$ cat config.mk
export PLATFORM = sky130hd
export DESIGN_NAME = cplx_accum_pair
export DESIGN_NICKNAME = d
export VERILOG_FILES = /design/src/rtl/cpa_pkg.sv /design/src/rtl/cpa_deskew.sv /design/src/rtl/cpa_lane.sv /design/src/rtl/cpa_window.sv /design/src/rtl/cplx_accum_pair.sv
export SDC_FILE = /design/constraint.sdc
export NUM_CORES = 1
export LEC_CHECK = 0
export BUFFER_PORTS_ARGS = -buffer_cell sky130_fd_sc_hd__buf_2
export CORE_MARGIN = 2
export CORE_UTILIZATION = 50
export CTS_CLUSTER_DIAMETER = 100
export DETAILED_ROUTE_END_ITERATION = 12
export GPL_TIMING_DRIVEN = 0
export MAX_ROUTING_LAYER = met4
export PLACE_DENSITY_LB_ADDON = 0.15
export SYNTH_ARGS = -nofsm -noshare
export SYNTH_HDL_FRONTEND = slang
export SYNTH_SLANG_ARGS = --single-unit
export TNS_END_PERCENT = 20
$ cat constraint.sdc
create_clock -name clk -period 5.55 [get_ports clk]
set_clock_uncertainty 0.1 [all_clocks]
set_input_delay 0.555 -clock clk [delete_from_list [all_inputs] [get_ports clk]]
set_output_delay 0.555 -clock clk [all_outputs]
set_load 0.05 [all_outputs]
$ cat src/rtl/cpa_pkg.sv
package cpa_pkg;
  localparam int SCALE_W = 3;

  typedef enum logic [1:0] {
    OP_ADD    = 2'b00,
    OP_SUB_XY = 2'b01,
    OP_PASS   = 2'b10,
    OP_SUB_YX = 2'b11
  } op_e;

  typedef struct packed {
    op_e                op_re;
    op_e                op_im;
    logic               fb;
    logic               clr;
    logic               del;
    logic [SCALE_W-1:0] scale;
  } ctl_t;
endpackage

$ cat src/rtl/cpa_deskew.sv
module cpa_deskew #(
  parameter int W     = 16,
  parameter int DEPTH = 8
) (
  input  logic         clk,
  input  logic         rst,
  input  logic [W-1:0] d,
  output logic [W-1:0] q
);
  logic [W-1:0] stage [DEPTH];

  always_ff @(posedge clk) begin
    if (rst) stage[0] <= '0;
    else     stage[0] <= d;
  end

  for (genvar i = 1; i < DEPTH; i++) begin : g_stage
    always_ff @(posedge clk) begin
      if (rst) stage[i] <= '0;
      else     stage[i] <= stage[i-1];
    end
  end

  assign q = stage[DEPTH-1];
endmodule

$ cat src/rtl/cpa_lane.sv
module cpa_lane
  import cpa_pkg::*;
#(
  parameter int ACC_W = 20
) (
  input  logic             clk,
  input  logic             rst,
  input  op_e              op,
  input  logic             fb,
  input  logic             clr,
  input  logic [ACC_W-1:0] new_x,
  input  logic [ACC_W-1:0] y,
  output logic [ACC_W-1:0] res,
  output logic             add_ovf,
  output logic [ACC_W-1:0] acc
);
  logic [ACC_W-1:0] x;
  logic [ACC_W:0]   xe, ye, full;

  assign x  = fb ? acc : new_x;
  assign xe = {x[ACC_W-1], x};
  assign ye = {y[ACC_W-1], y};

  always_comb begin
    unique case (op)
      OP_ADD:    full = xe + ye;
      OP_SUB_XY: full = xe - ye;
      OP_PASS:   full = xe;
      default:   full = ye - xe;
    endcase
  end

  assign res     = full[ACC_W-1:0];
  assign add_ovf = full[ACC_W] ^ full[ACC_W-1];

  always_ff @(posedge clk) begin
    if (rst || clr) acc <= '0;
    else            acc <= res;
  end
endmodule

$ cat src/rtl/cpa_window.sv
module cpa_window #(
  parameter int ACC_W   = 20,
  parameter int OUT_W   = 16,
  parameter int SCALE_W = 3
) (
  input  logic [ACC_W-1:0]   res,
  input  logic [SCALE_W-1:0] scale,
  output logic [OUT_W-1:0]   win,
  output logic               misfit
);
  localparam int EXT_W = ACC_W + OUT_W;

  logic [EXT_W-1:0]        ext;
  logic [ACC_W-1:0]        up;
  logic signed [ACC_W-1:0] back;

  assign ext    = {res, {OUT_W{1'b0}}} << scale;
  assign win    = ext[EXT_W-1 -: OUT_W];
  assign up     = res << scale;
  assign back   = $signed(up) >>> scale;
  assign misfit = (back != $signed(res));
endmodule

$ cat src/rtl/cplx_accum_pair.sv
module cplx_accum_pair
  import cpa_pkg::*;
#(
  parameter int DATA_W = 16,
  parameter int ACC_W  = 20,
  parameter int DLY    = 8
) (
  input  logic               clk,
  input  logic               rst,
  input  logic [DATA_W-1:0]  a_in,
  input  logic               a_en_n,
  input  logic [DATA_W-1:0]  b_in,
  input  logic               b_en_n,
  input  logic [1:0]         op_re,
  input  logic [1:0]         op_im,
  input  logic               fb_sel,
  input  logic               acc_clr,
  input  logic               dly_sel,
  input  logic [SCALE_W-1:0] scale,
  output logic [DATA_W-1:0]  c_out,
  output logic [DATA_W-1:0]  d_out,
  output logic               ovf
);
  localparam int EXT_W = ACC_W - DATA_W;

  logic [DATA_W-1:0] a_q, b_q, a_dly;
  ctl_t              ctl_q;
  logic [ACC_W-1:0]  a_x, b_x, d_x, x_re_new;
  logic [ACC_W-1:0]  res_re, res_im, acc_re, acc_im;
  logic              aov_re, aov_im, mis_re, mis_im;
  logic [DATA_W-1:0] win_re, win_im;

  always_ff @(posedge clk) begin
    if (rst) begin
      a_q   <= '0;
      b_q   <= '0;
      ctl_q <= '0;
    end else begin
      if (!a_en_n) a_q <= a_in;
      if (!b_en_n) b_q <= b_in;
      ctl_q <= '{op_re: op_e'(op_re), op_im: op_e'(op_im), fb: fb_sel,
                 clr: acc_clr, del: dly_sel, scale: scale};
    end
  end

  cpa_deskew #(.W(DATA_W), .DEPTH(DLY)) u_deskew (
    .clk(clk), .rst(rst), .d(a_q), .q(a_dly)
  );

  assign a_x      = {{EXT_W{a_q[DATA_W-1]}}, a_q};
  assign b_x      = {{EXT_W{b_q[DATA_W-1]}}, b_q};
  assign d_x      = {{EXT_W{a_dly[DATA_W-1]}}, a_dly};
  assign x_re_new = ctl_q.del ? d_x : a_x;

  cpa_lane #(.ACC_W(ACC_W)) u_lane_re (
    .clk(clk), .rst(rst), .op(ctl_q.op_re), .fb(ctl_q.fb), .clr(ctl_q.clr),
    .new_x(x_re_new), .y(b_x), .res(res_re), .add_ovf(aov_re), .acc(acc_re)
  );

  cpa_lane #(.ACC_W(ACC_W)) u_lane_im (
    .clk(clk), .rst(rst), .op(ctl_q.op_im), .fb(ctl_q.fb), .clr(ctl_q.clr),
    .new_x(b_x), .y(a_x), .res(res_im), .add_ovf(aov_im), .acc(acc_im)
  );

  cpa_window #(.ACC_W(ACC_W), .OUT_W(DATA_W), .SCALE_W(SCALE_W)) u_win_re (
    .res(res_re), .scale(ctl_q.scale), .win(win_re), .misfit(mis_re)
  );

  cpa_window #(.ACC_W(ACC_W), .OUT_W(DATA_W), .SCALE_W(SCALE_W)) u_win_im (
    .res(res_im), .scale(ctl_q.scale), .win(win_im), .misfit(mis_im)
  );

  always_ff @(posedge clk) begin
    if (rst) begin
      c_out <= '0;
      d_out <= '0;
      ovf   <= 1'b0;
    end else begin
      c_out <= win_re;
      d_out <= win_im;
      ovf   <= aov_re | aov_im | mis_re | mis_im;
    end
  end
endmodule

==> reports/qor.yml, run 1 <==
p_per_area_mw_per_mm2: 360
crit-reg2reg-launch: "b_q[0]"
die_w_um: 175
root_buffer: "clkbuf_16"
yosysTopAreaCell: "dfxtp_1"
cts_buffers: 26
rows: 62
pwr-share-comb_pct: 39.6
fin_crit_sh_pct: 100
whs_ns: 0.119
finalPower_mw: 6.02
path_clk_slew_ns: 0.07
ios: 79
required_ns: 5.84
slew_headroom_pct: 26.1
ys_ff_latch: 243
intPower_mw: 3.68
start_util_pct: 50.9
ys_types: 83
grt_pass1_wl_mm: 73.9
yosys.area.top_type_share_pct: 33.3
syn_area_per_cell_um2: 8.14
synth_ff_type: "dfxtp_1"
tightest_slew_ns: 1.11
synth_area_mm2: 0.0146
place_hpwl_mm: 37.9
whs_path_depth: 2
ir_drop_mv: 0.264
fmax_ghz: 0.180
antennaDiodeCount: 0
grt_max_degree: 15
rsz0062_at_grt: "yes"
antenna_found_initial: 0
finalHoldViolations: 0
drive_gt1_share_pct: 12.6
hold_path_end: "ctl_q[6]"
nNetsFinal: 2039
cp_common_cell: "nor4_4"
gp_congestion: 0.979
ff2ff_path_depth: 20
syn-num-nets: 1925
cts_tree: "done"
grt_usage_pct: 32.1
ys_seq_area_share_pct: 33.3
grt_pass1_vias: 12900
dieArea_mm2: 0.0306
htreeDepth: 1
grt_overflow: 0
io_buffer_count: 76
avgRoutedWirePerCell_um: 20.8
hold_path_startpoint: "op_im[0]"
ys_warn_count: 0
clkPwrFrac_pct: 28.2
clock-sinks: 243
timing.rr.end: "ovf"
outcome: "finished with violations"
drt-pass1-iter-count: 5
crit_path_top_delay_cell: "mux4_2"
routed_wl_mm: 48.1
switching_share_pct: 38.9
place_ws_ns: -1.41
path_cells: "inv_4 -> ha_4 -> or3b_4 -> or4_4 -> o31ai_2 -> xor2_1 -> ha_1 -> buf_2 -> a21oi_1 -> o21ai_1 -> a311oi_2 -> xnor2_1 -> o221a_1 -> mux4_2 -> buf_6 -> nor4_4 -> a21oi_2 -> o41a_1 -> nor4_4 -> a41oi_2"
core_mm2: 0.0287
viasPerCell: 5.85
synthArstFlopShare_pct: 0
critical_path_class: "flop to flop"
hold_class: "input port to flop"
reg2reg_slack_ns: -0.004
p_leak_nw: 7.13
vias: 13500
hold_buffers: 0
synth_edf_count: 0
die_h_um: 175
drt.antenna.violating_nets: 0
setup_viol: 1
sequentialPowerShare_pct: 32.2
synth_area_leaders: "dfxtp_1 33%, ha_1 7.0%, nor2b_1 6.7%"
cp-start-kind: "flop"
arrival_ns: 5.85
violations: "setup timing"
end_kind: "flop"
maxCapViolations: 0
slowest_delay_ns: 0.52
clock_latency_ns: 0.54
p_switching_mw: 2.34
syn_inst: 1793
finalCriticalPeriod_ns: 5.55
cp_max_fo: 8
fill_cells: 2680
syn_to_final_growth_pct: 14.6
finalMaxSlewViolations: 0
cts_max_path_buffers: 3
dr.first_iter.drc_count: 1166
setup_ws_ns: -0.00379
drc: 0
## placed cells by master, fill, tap and decap left out, types with 12 or more instances in the layout
cell / count
a211oi_1: 32
a21o_1: 15
a21oi_1: 125
a21oi_2: 12
buf_2: 85
buf_4: 14
clkbuf_1: 77
clkbuf_16: 26
dfxtp_1: 238
ha_1: 79
inv_1: 69
mux2_2: 14
mux2i_1: 93
nand2_1: 140
nand2b_1: 14
nand3_1: 17
nand4_1: 24
nor2_1: 209
nor2b_1: 156
nor3_1: 27
o211ai_1: 33
o21a_1: 16
o21ai_0: 82
xnor2_1: 51
xor2_1: 31
## Yosys cell counts, types with 9 or more instances
library cell and n:
nand2b_1 14, nor2b_1 156, a211oi_1 34, buf_1 11, a31oi_1 11, ha_1 82
a21o_1 15, clkbuf_1 82, xnor2_1 52, nand3_1 18, o21ai_0 93, and3_1 11
and2_1 11, dfxtp_1 243, nor3_1 27, inv_1 71, nor2_1 212, or3_1 9
nand4_1 24, o211ai_1 33, xor2_1 31, a21oi_1 139, mux2_2 15, o21a_1 16
mux2i_1 94, nand2_1 140
## area by class of cell
type	count	area [µm²]	share of cell area, %
Buffer	99	418	2.50
Clock buffer	36	698	4.17
Inverter	74	283	1.69
Timing Repair Buffer	90	493	2.95
Tap cell	384	480	2.87
Sequential cell	243	4880	29.1
Multi-Input combinational cell	1373	9350	55.9
Clock inverter	10	141	0.845
## critical path, delay by kind of cell (launching register included)
family	cells	cell delay, ns
AOI/OAI and AO/OA	8	1.87
xor gates and xnor gates	2	0.36
adders and majority gates	2	0.38
buffers and inverters	3	0.41
DFF	1	0.37
muxes	1	0.52
and+or+nand+nor	4	1.37
## registers in the layout, indices dropped and copies added (netlist names)
register and cells:
u_lane_re.acc 20, a_q 16, ovf 1, u_deskew.stage 128, u_lane_im.acc 20, b_q 16, d_out 16, c_out 16
ctl_q 10
## per-stage QoR
step                TNS [ns]  cells  utilization (%)  cell area [µm²]
floorplan                  0   1793                -            14600
global route          -0.162   2309             58.3            16700
detailed placement     -8.27   2253             53.9            15500
finish              -0.00379   2309             58.3            16700
global placement       -8.70   2253             53.9            15500
CTS                        0   2309             57.8            16600
## cells by family (layout without fill, tap and decap cells)
| group | count (synthesis) | after routing | synth area share (%) |
|---|---|---|---|
| adders and majority gates | 86 | 86 | 7.57 |
| AOI/OAI and AO/OA | 442 | 442 | 19.7 |
| DFF | 243 | 243 | 33.3 |
| buffers and inverters | 177 | 309 | 4.68 |
| muxes | 112 | 112 | 7.93 |
| xor gates and xnor gates | 83 | 83 | 4.98 |
| and+or+nand+nor | 650 | 650 | 21.8 |
## power by group through the flow
stage / Clock, mW / Sequential [mW] / Combinational [mW]
4_1_cts: 1.72 / 1.94 / 2.29
2_1_floorplan: 0 / 2.10 / 1.46
6_report: 1.70 / 1.94 / 2.38
5_1_grt: 1.80 / 1.95 / 2.57
3_3_place_gp: 0 / 1.97 / 2.20
3_5_place_dp: 0 / 1.98 / 2.20
## how the worst max path moves through the flow
stage | from | endpoint | slack (ns) | depth (start not counted)
floorplan | ctl_q[5] | ovf | 0.44 | 20
global placement | ctl_q[5] | ovf | -1.44 | 20
detailed placement | ctl_q[5] | ovf | -1.41 | 20
CTS | b_q[0] | ovf | 0.009 | 21
global route | ctl_q[8] | ovf | -0.16 | 20
finish | b_q[0] | ovf | -0.004 | 20
## metal layers
layer	up-vias	share of wire [%]	track usage, %
met2	490	46	52.1
met1	6393	44	41.5
met4	0	3.7	11.9
met3	101	5.9	3.44
met5	-	0	-
li1	6515	-	-
## what timing repair did
action / in CTS / in global routing
cloned: 0 / 0
setup buffers: 11 / 3
pin swaps: 12 / 10
endpoints found under the setup margin: 31 / 2
gates resized for setup: 68 / 42
(Power assumes the default switching activity.)
==> inputs of run 2 (changes only) <==
Settings changed: SKIP_CTS_REPAIR_TIMING set to 1.
==> reports/qor.yml, run 2 (synthesized netlist as in run 1, its figures left out) <==
start_util_pct: 50.9  # unchanged
busiest_layer: "met2"
layout.cells.non_filler: 2307  # -0.087%
path_cells: "inv_4 -> ha_4 -> or3b_4 -> or4_4 -> o21ai_2 -> xor2_1 -> ha_1 -> buf_6 -> a21o_1 -> a211o_1 -> and4b_2 -> nor2_4 -> mux2_4 -> nand4_1 -> mux4_2 -> buf_6 -> nor3_2 -> a21oi_1 -> a211o_1 -> nor4_4 -> a41oi_2"
clock-sinks: 243  # unchanged
sequentialPowerShare_pct: 32.3  # about the same
syn_to_final_growth_pct: 14.6  # about the same
root_buffer: "clkbuf_16"
timing.rr.end: "ovf"
hold_class: "input port to flop"
io_buffer_count: 76  # unchanged
maxCapViolations: 0  # unchanged
final_common_cell: "dfxtp_1"
grt_max_degree: 15  # unchanged
ios: 79  # unchanged
cts_max_path_buffers: 3  # unchanged
grt_pass1_vias: 12800  # -1.3%
critical_path_class: "flop to flop"
use_met2_pct: 51.6  # -0.49 points
dieArea_mm2: 0.0306  # unchanged
p_leak_nw: 7.11  # -0.30%
path_clk_slew_ns: 0.07  # about the same
top_register: "u_deskew.stage"
fmax_ghz: 0.180  # +0.14%
cts_buffers: 26  # unchanged
finalMaxSlewViolations: 0  # unchanged
gp_congestion: 0.979  # unchanged
hold_path_end: "ctl_q[6]"
reg_top3: "u_deskew.stage (128), u_lane_im.acc (20), u_lane_re.acc (20)"
rows: 62  # unchanged
use_met3_pct: 3.37  # -0.065 points
die_h_um: 175  # unchanged
place_hpwl_mm: 37.9  # unchanged
setup_viol: 0  # -1
whs_path_depth: 2  # unchanged
htreeDepth: 1  # unchanged
largest_reg_flops: 128  # unchanged
fill_cells: 2690  # +0.37%
hold_path_startpoint: "op_im[0]"
ff2ff_path_depth: 21  # +5.0%
crit_start: "b_q[1]"
p_per_area_mw_per_mm2: 360  # about the same
tightest_slew_ns: 1.10  # -0.00968 ns
pwr-share-comb_pct: 39.5  # about the same
antennaDiodeCount: 0  # unchanged
grt_overflow: 0  # unchanged
fin_crit_sh_pct: 99.9  # -0.14 points
intPower_mw: 3.68  # about the same
crit_path_top_delay_cell: "mux4_2"
rsz0062_at_grt: "yes"
vias: 13500  # -0.27%
final_cell_mix: "239 x dfxtp_1, 209 x nor2_1, 156 x nor2b_1"
switching_share_pct: 39.0  # +0.058 points
cts_tree: "done"
reg2reg_slack_ns: 0.004  # about the same
finalHoldViolations: 0  # unchanged
drt-pass1-iter-count: 5  # unchanged
nNetsFinal: 2037  # -0.098%
antenna_found_initial: 0  # unchanged
outcome: "finished, final reports clean"
end_kind: "flop"
core_mm2: 0.0287  # unchanged
viasPerCell: 5.84  # -0.18%
arrival_ns: 5.84  # about the same
ir_drop_mv: 0.263  # -0.46%
grt_pass1_wl_mm: 73.0  # -1.2%
p_switching_mw: 2.35  # +0.19%
crit-reg2reg-launch: "b_q[1]"
die_w_um: 175  # unchanged
slowest_delay_ns: 0.59  # +0.07 ns
cp_max_fo: 6  # -2
final_core_util_pct: 58.3  # about the same
dr.first_iter.drc_count: 1255  # +7.6%
avgRoutedWirePerCell_um: 20.9  # about the same
clock_latency_ns: 0.55  # about the same
slew_headroom_pct: 26.8  # +0.65 points
finalCriticalPeriod_ns: 5.55  # -0.00783 ns
cp-start-kind: "flop"
grt_usage_pct: 31.8  # -0.35 points
drt.antenna.violating_nets: 0  # unchanged
required_ns: 5.85  # about the same
drc: 0  # unchanged
use_met1_pct: 41.2  # -0.24 points
drive_gt1_share_pct: 12.3  # -0.25 points
routed_wl_mm: 48.1  # about the same
dp.cells: 2253  # unchanged
finalPower_mw: 6.02  # about the same
clkPwrFrac_pct: 28.3  # about the same
==> run 2: changes by cell type in the layout (fill, tap and decap cells not counted), sizes merged <==
cell and delta:
buf -3, clkbuf +1
==> run 2: critical path, delay by kind of cell (launching register included) <==
kind,cells,cell delay [ns]
AOI/OAI and AO/OA,6,1.18
xor gates and xnor gates,1,0.17
adders and majority gates,2,0.37
buffers and inverters,3,0.34
DFF,1,0.38
muxes,2,0.79
and+or+nand+nor,7,2.04
==> run 2: power by group through the flow <==
stage / Sequential (mW) / Combinational, mW / Clock, mW
final: 1.94 / 2.38 / 1.70
after CTS: 1.94 / 2.22 / 1.72
after detailed placement: 1.98 / 2.20 / 0
after global routing: 1.95 / 2.56 / 1.80
after global placement: 1.97 / 2.20 / 0
after floorplan: 2.10 / 1.46 / 0
==> run 2: stage by stage <==
step / setup slack, ns / setup TNS, ns / instance area [µm²] / hold slack, ns
final: 0.00404 / 0 / 16700 / 0.115
after global routing: -0.140 / -0.140 / 16700 / 0.115
after CTS: -1.46 / -9.30 / 16300 / 0.109
after detailed placement: -1.41 / -8.27 / 15500 / 0.317
after global placement: -1.44 / -8.70 / 15500 / 0.307
after floorplan: 0.438 / 0 / 14600 / 0.290
==> run 2: area by class of cell <==
class	count	area [µm²]	share of cell area, %
Multi-Input combinational cell	1373	9360	55.9
Inverter	74	283	1.69
Clock inverter	10	141	0.845
Timing Repair Buffer	87	470	2.81
Sequential cell	243	4870	29.1
Tap cell	384	480	2.87
Buffer	100	425	2.54
Clock buffer	36	698	4.17
==> run 2: worst max path at each step <==
stage,to,slack [ns],cells after the start
detailed placement,ovf,-1.41,20
finish,ovf,0.004,21
floorplan,ovf,0.44,20
global placement,ovf,-1.44,20
global route,ovf,-0.14,21
CTS,ovf,-1.46,20
==> run 2: layer usage <==
layer	up-vias	part of all wire [%]	wire, µm
met5	-	0	0
met4	0	3.5	1690
met2	436	47	22500
met3	91	5.2	2500
li1	6513	-	-
met1	6423	45	21400
==> inputs of run 3 (changes only) <==
==> constraint.sdc (replaced) <==
create_clock -name clk -period 5.55 [get_ports clk]
set_clock_uncertainty 0.1 [all_clocks]
set_input_delay 0 -clock clk [delete_from_list [all_inputs] [get_ports clk]]
set_output_delay 0 -clock clk [all_outputs]
set_load 0.05 [all_outputs]
==> reports/qor.yml, run 3 (synthesized netlist as in run 1, its figures left out) <==
drt.antenna.violating_nets: 0  # unchanged
die_h_um: 175  # unchanged
slew_headroom_pct: 28.9  # +2.2 points
start_util_pct: 50.9  # unchanged
reg_top3: "u_deskew.stage (128), u_lane_im.acc (20), u_lane_re.acc (20)"
grt_overflow: 0  # unchanged
clock_latency_ns: 0.54  # about the same
rows: 62  # unchanged
tightest_slew_ns: 1.07  # -0.0325 ns
cp-start-kind: "flop"
dr.first_iter.drc_count: 1222  # -2.6%
grt_pass1_wl_mm: 73.0  # unchanged
die_w_um: 175  # unchanged
fin_crit_sh_pct: 99.6  # -0.33 points
path_cells: "inv_4 -> ha_4 -> or3b_4 -> or4_4 -> o21ai_2 -> xor2_1 -> ha_1 -> buf_6 -> a21o_1 -> a211o_1 -> and4b_2 -> nor2_4 -> mux2_4 -> nand4_1 -> mux4_2 -> buf_6 -> nor3_2 -> a21oi_1 -> a211o_1 -> nor4_4 -> a41oi_2"
wl_met2_mm: 22.8  # +1.5%
final_cell_mix: "239 x dfxtp_1, 209 x nor2_1, 156 x nor2b_1"
grt_usage_pct: 31.8  # unchanged
cts_buffers: 26  # unchanged
drive_gt1_share_pct: 12.0  # -0.33 points
antenna_found_initial: 0  # unchanged
critical_path_class: "flop to flop"
finalCriticalPeriod_ns: 5.53  # -0.0184 ns
multiInputGateArea_mm2: 0.00936  # unchanged
finalHoldViolations: 0  # unchanged
m1WireLength_mm: 21.5  # +0.46%
path_delay_family: "simple AND/OR/NAND/NOR gates"
cp_max_fo: 6  # unchanged
hold_class: "input port to flop"
finalMaxSlewViolations: 0  # unchanged
p_per_area_mw_per_mm2: 351  # -2.6%
place_hpwl_mm: 37.9  # unchanged
required_ns: 5.84  # about the same
vias: 13700  # +1.7%
setup_viol: 0  # unchanged
ir_drop_mv: 0.274  # +4.3%
avgRoutedWirePerCell_um: 20.7  # -0.69%
core_mm2: 0.0287  # unchanged
dieArea_mm2: 0.0306  # unchanged
maxCapViolations: 0  # unchanged
top_register: "u_deskew.stage"
rsz0062_at_grt: "yes"
path_clk_slew_ns: 0.07  # about the same
ios: 79  # unchanged
nNetsFinal: 2090  # +2.6%
slowest_delay_ns: 0.59  # about the same
drc: 0  # unchanged
finalPower_mw: 6.05  # +0.44%
viasPerCell: 5.80  # -0.59%
io_buffer_count: 76  # unchanged
cts_tree: "done"
dr_wl_met3_mm: 2.65  # +6.0%
final_common_cell: "dfxtp_1"
root_buffer: "clkbuf_16"
fill_cells: 2604  # -3.2%
largest_reg_flops: 128  # unchanged
grt_max_degree: 15  # unchanged
drt-pass1-iter-count: 5  # unchanged
htreeDepth: 1  # unchanged
maxUsedRoutingLayer: "met4"
outcome: "finished, final reports clean"
seq_area_mm2: 0.00487  # unchanged
gp_congestion: 0.979  # unchanged
arrival_ns: 5.82  # -0.02 ns
end_kind: "flop"
antennaDiodeCount: 0  # unchanged
routed_wl_mm: 48.9  # +1.6%
cts_max_path_buffers: 3  # unchanged
final_core_util_pct: 60.1  # +1.8 points
crit_path_top_delay_cell: "mux4_2"
p_leak_nw: 7.32  # +3.0%
grt_pass1_vias: 12800  # unchanged
fmax_ghz: 0.181  # +0.33%
clock-sinks: 243  # unchanged
critPathBufInv: 3  # unchanged
syn_to_final_growth_pct: 18.2
-- run 3: changes by cell type in the layout (fill, tap and decap cells not counted), sizes merged --
cell / before / now
dlygate4sd3: 0 / 53
-- run 3: path summary, 6_finish.rpt --
| kind | cells after the start | slack, ns | to | from |
|---|---|---|---|---|
| min | 3 | 0.04 | a_q[15] | a_en_n |
| max | 21 | 0.02 | ovf | b_q[1] |
| min reg2reg | 1 | 0.33 | u_deskew.stage[1][26] | u_deskew.stage[1][10] |
| max reg2reg | 21 | 0.02 | ovf | b_q[1] |
-- run 3: metrics by stage --
step / hold slack (ns) / instances / area [µm²] / TNS (ns) / setup slack, ns
6_report: 0.0351 / 2360 / 17300 / 0 / 0.0225
5_1_grt: 0.0310 / 2360 / 17300 / -0.137 / -0.137
4_1_cts: -0.446 / 2299 / 16300 / -9.30 / -1.46
3_5_place_dp: 0.120 / 2253 / 15500 / -8.27 / -1.41
3_3_place_gp: 0.113 / 2253 / 15500 / -8.70 / -1.44
2_1_floorplan: 0.0282 / 1793 / 14600 / 0 / 0.438
-- run 3: layer usage --
metal / vias up / global-route usage, %
met4: 0 / 11.1
met3: 96 / 3.37
li1: 6625 / -
met2: 466 / 51.6
met5: - / -
met1: 6504 / 41.2
-- run 3: cell type report --
type | count | share of cell area, %
Inverter | 74 | 1.64
Multi-Input combinational cell | 1373 | 54.2
Sequential cell | 243 | 28.2
Buffer | 100 | 2.46
Timing Repair Buffer | 140 | 5.80
Tap cell | 384 | 2.78
Clock inverter | 10 | 0.819
Clock buffer | 36 | 4.04
-- run 3: worst min-delay path, cell delays in order --
cell and delay (ns):
clkbuf_1 0.26, mux2i_1 0.27, nor2_1 0.12
-- run 3: power breakdown --
group | total [mW] | switching (mW) | internal [mW] | leakage, nW
sequential | 1.94 | 0.0779 | 1.87 | 1.99
combinational | 2.41 | 1.55 | 0.857 | 4.93
clock | 1.70 | 0.719 | 0.981 | 0.401
total | 6.05 | 2.35 | 3.70 | 7.32
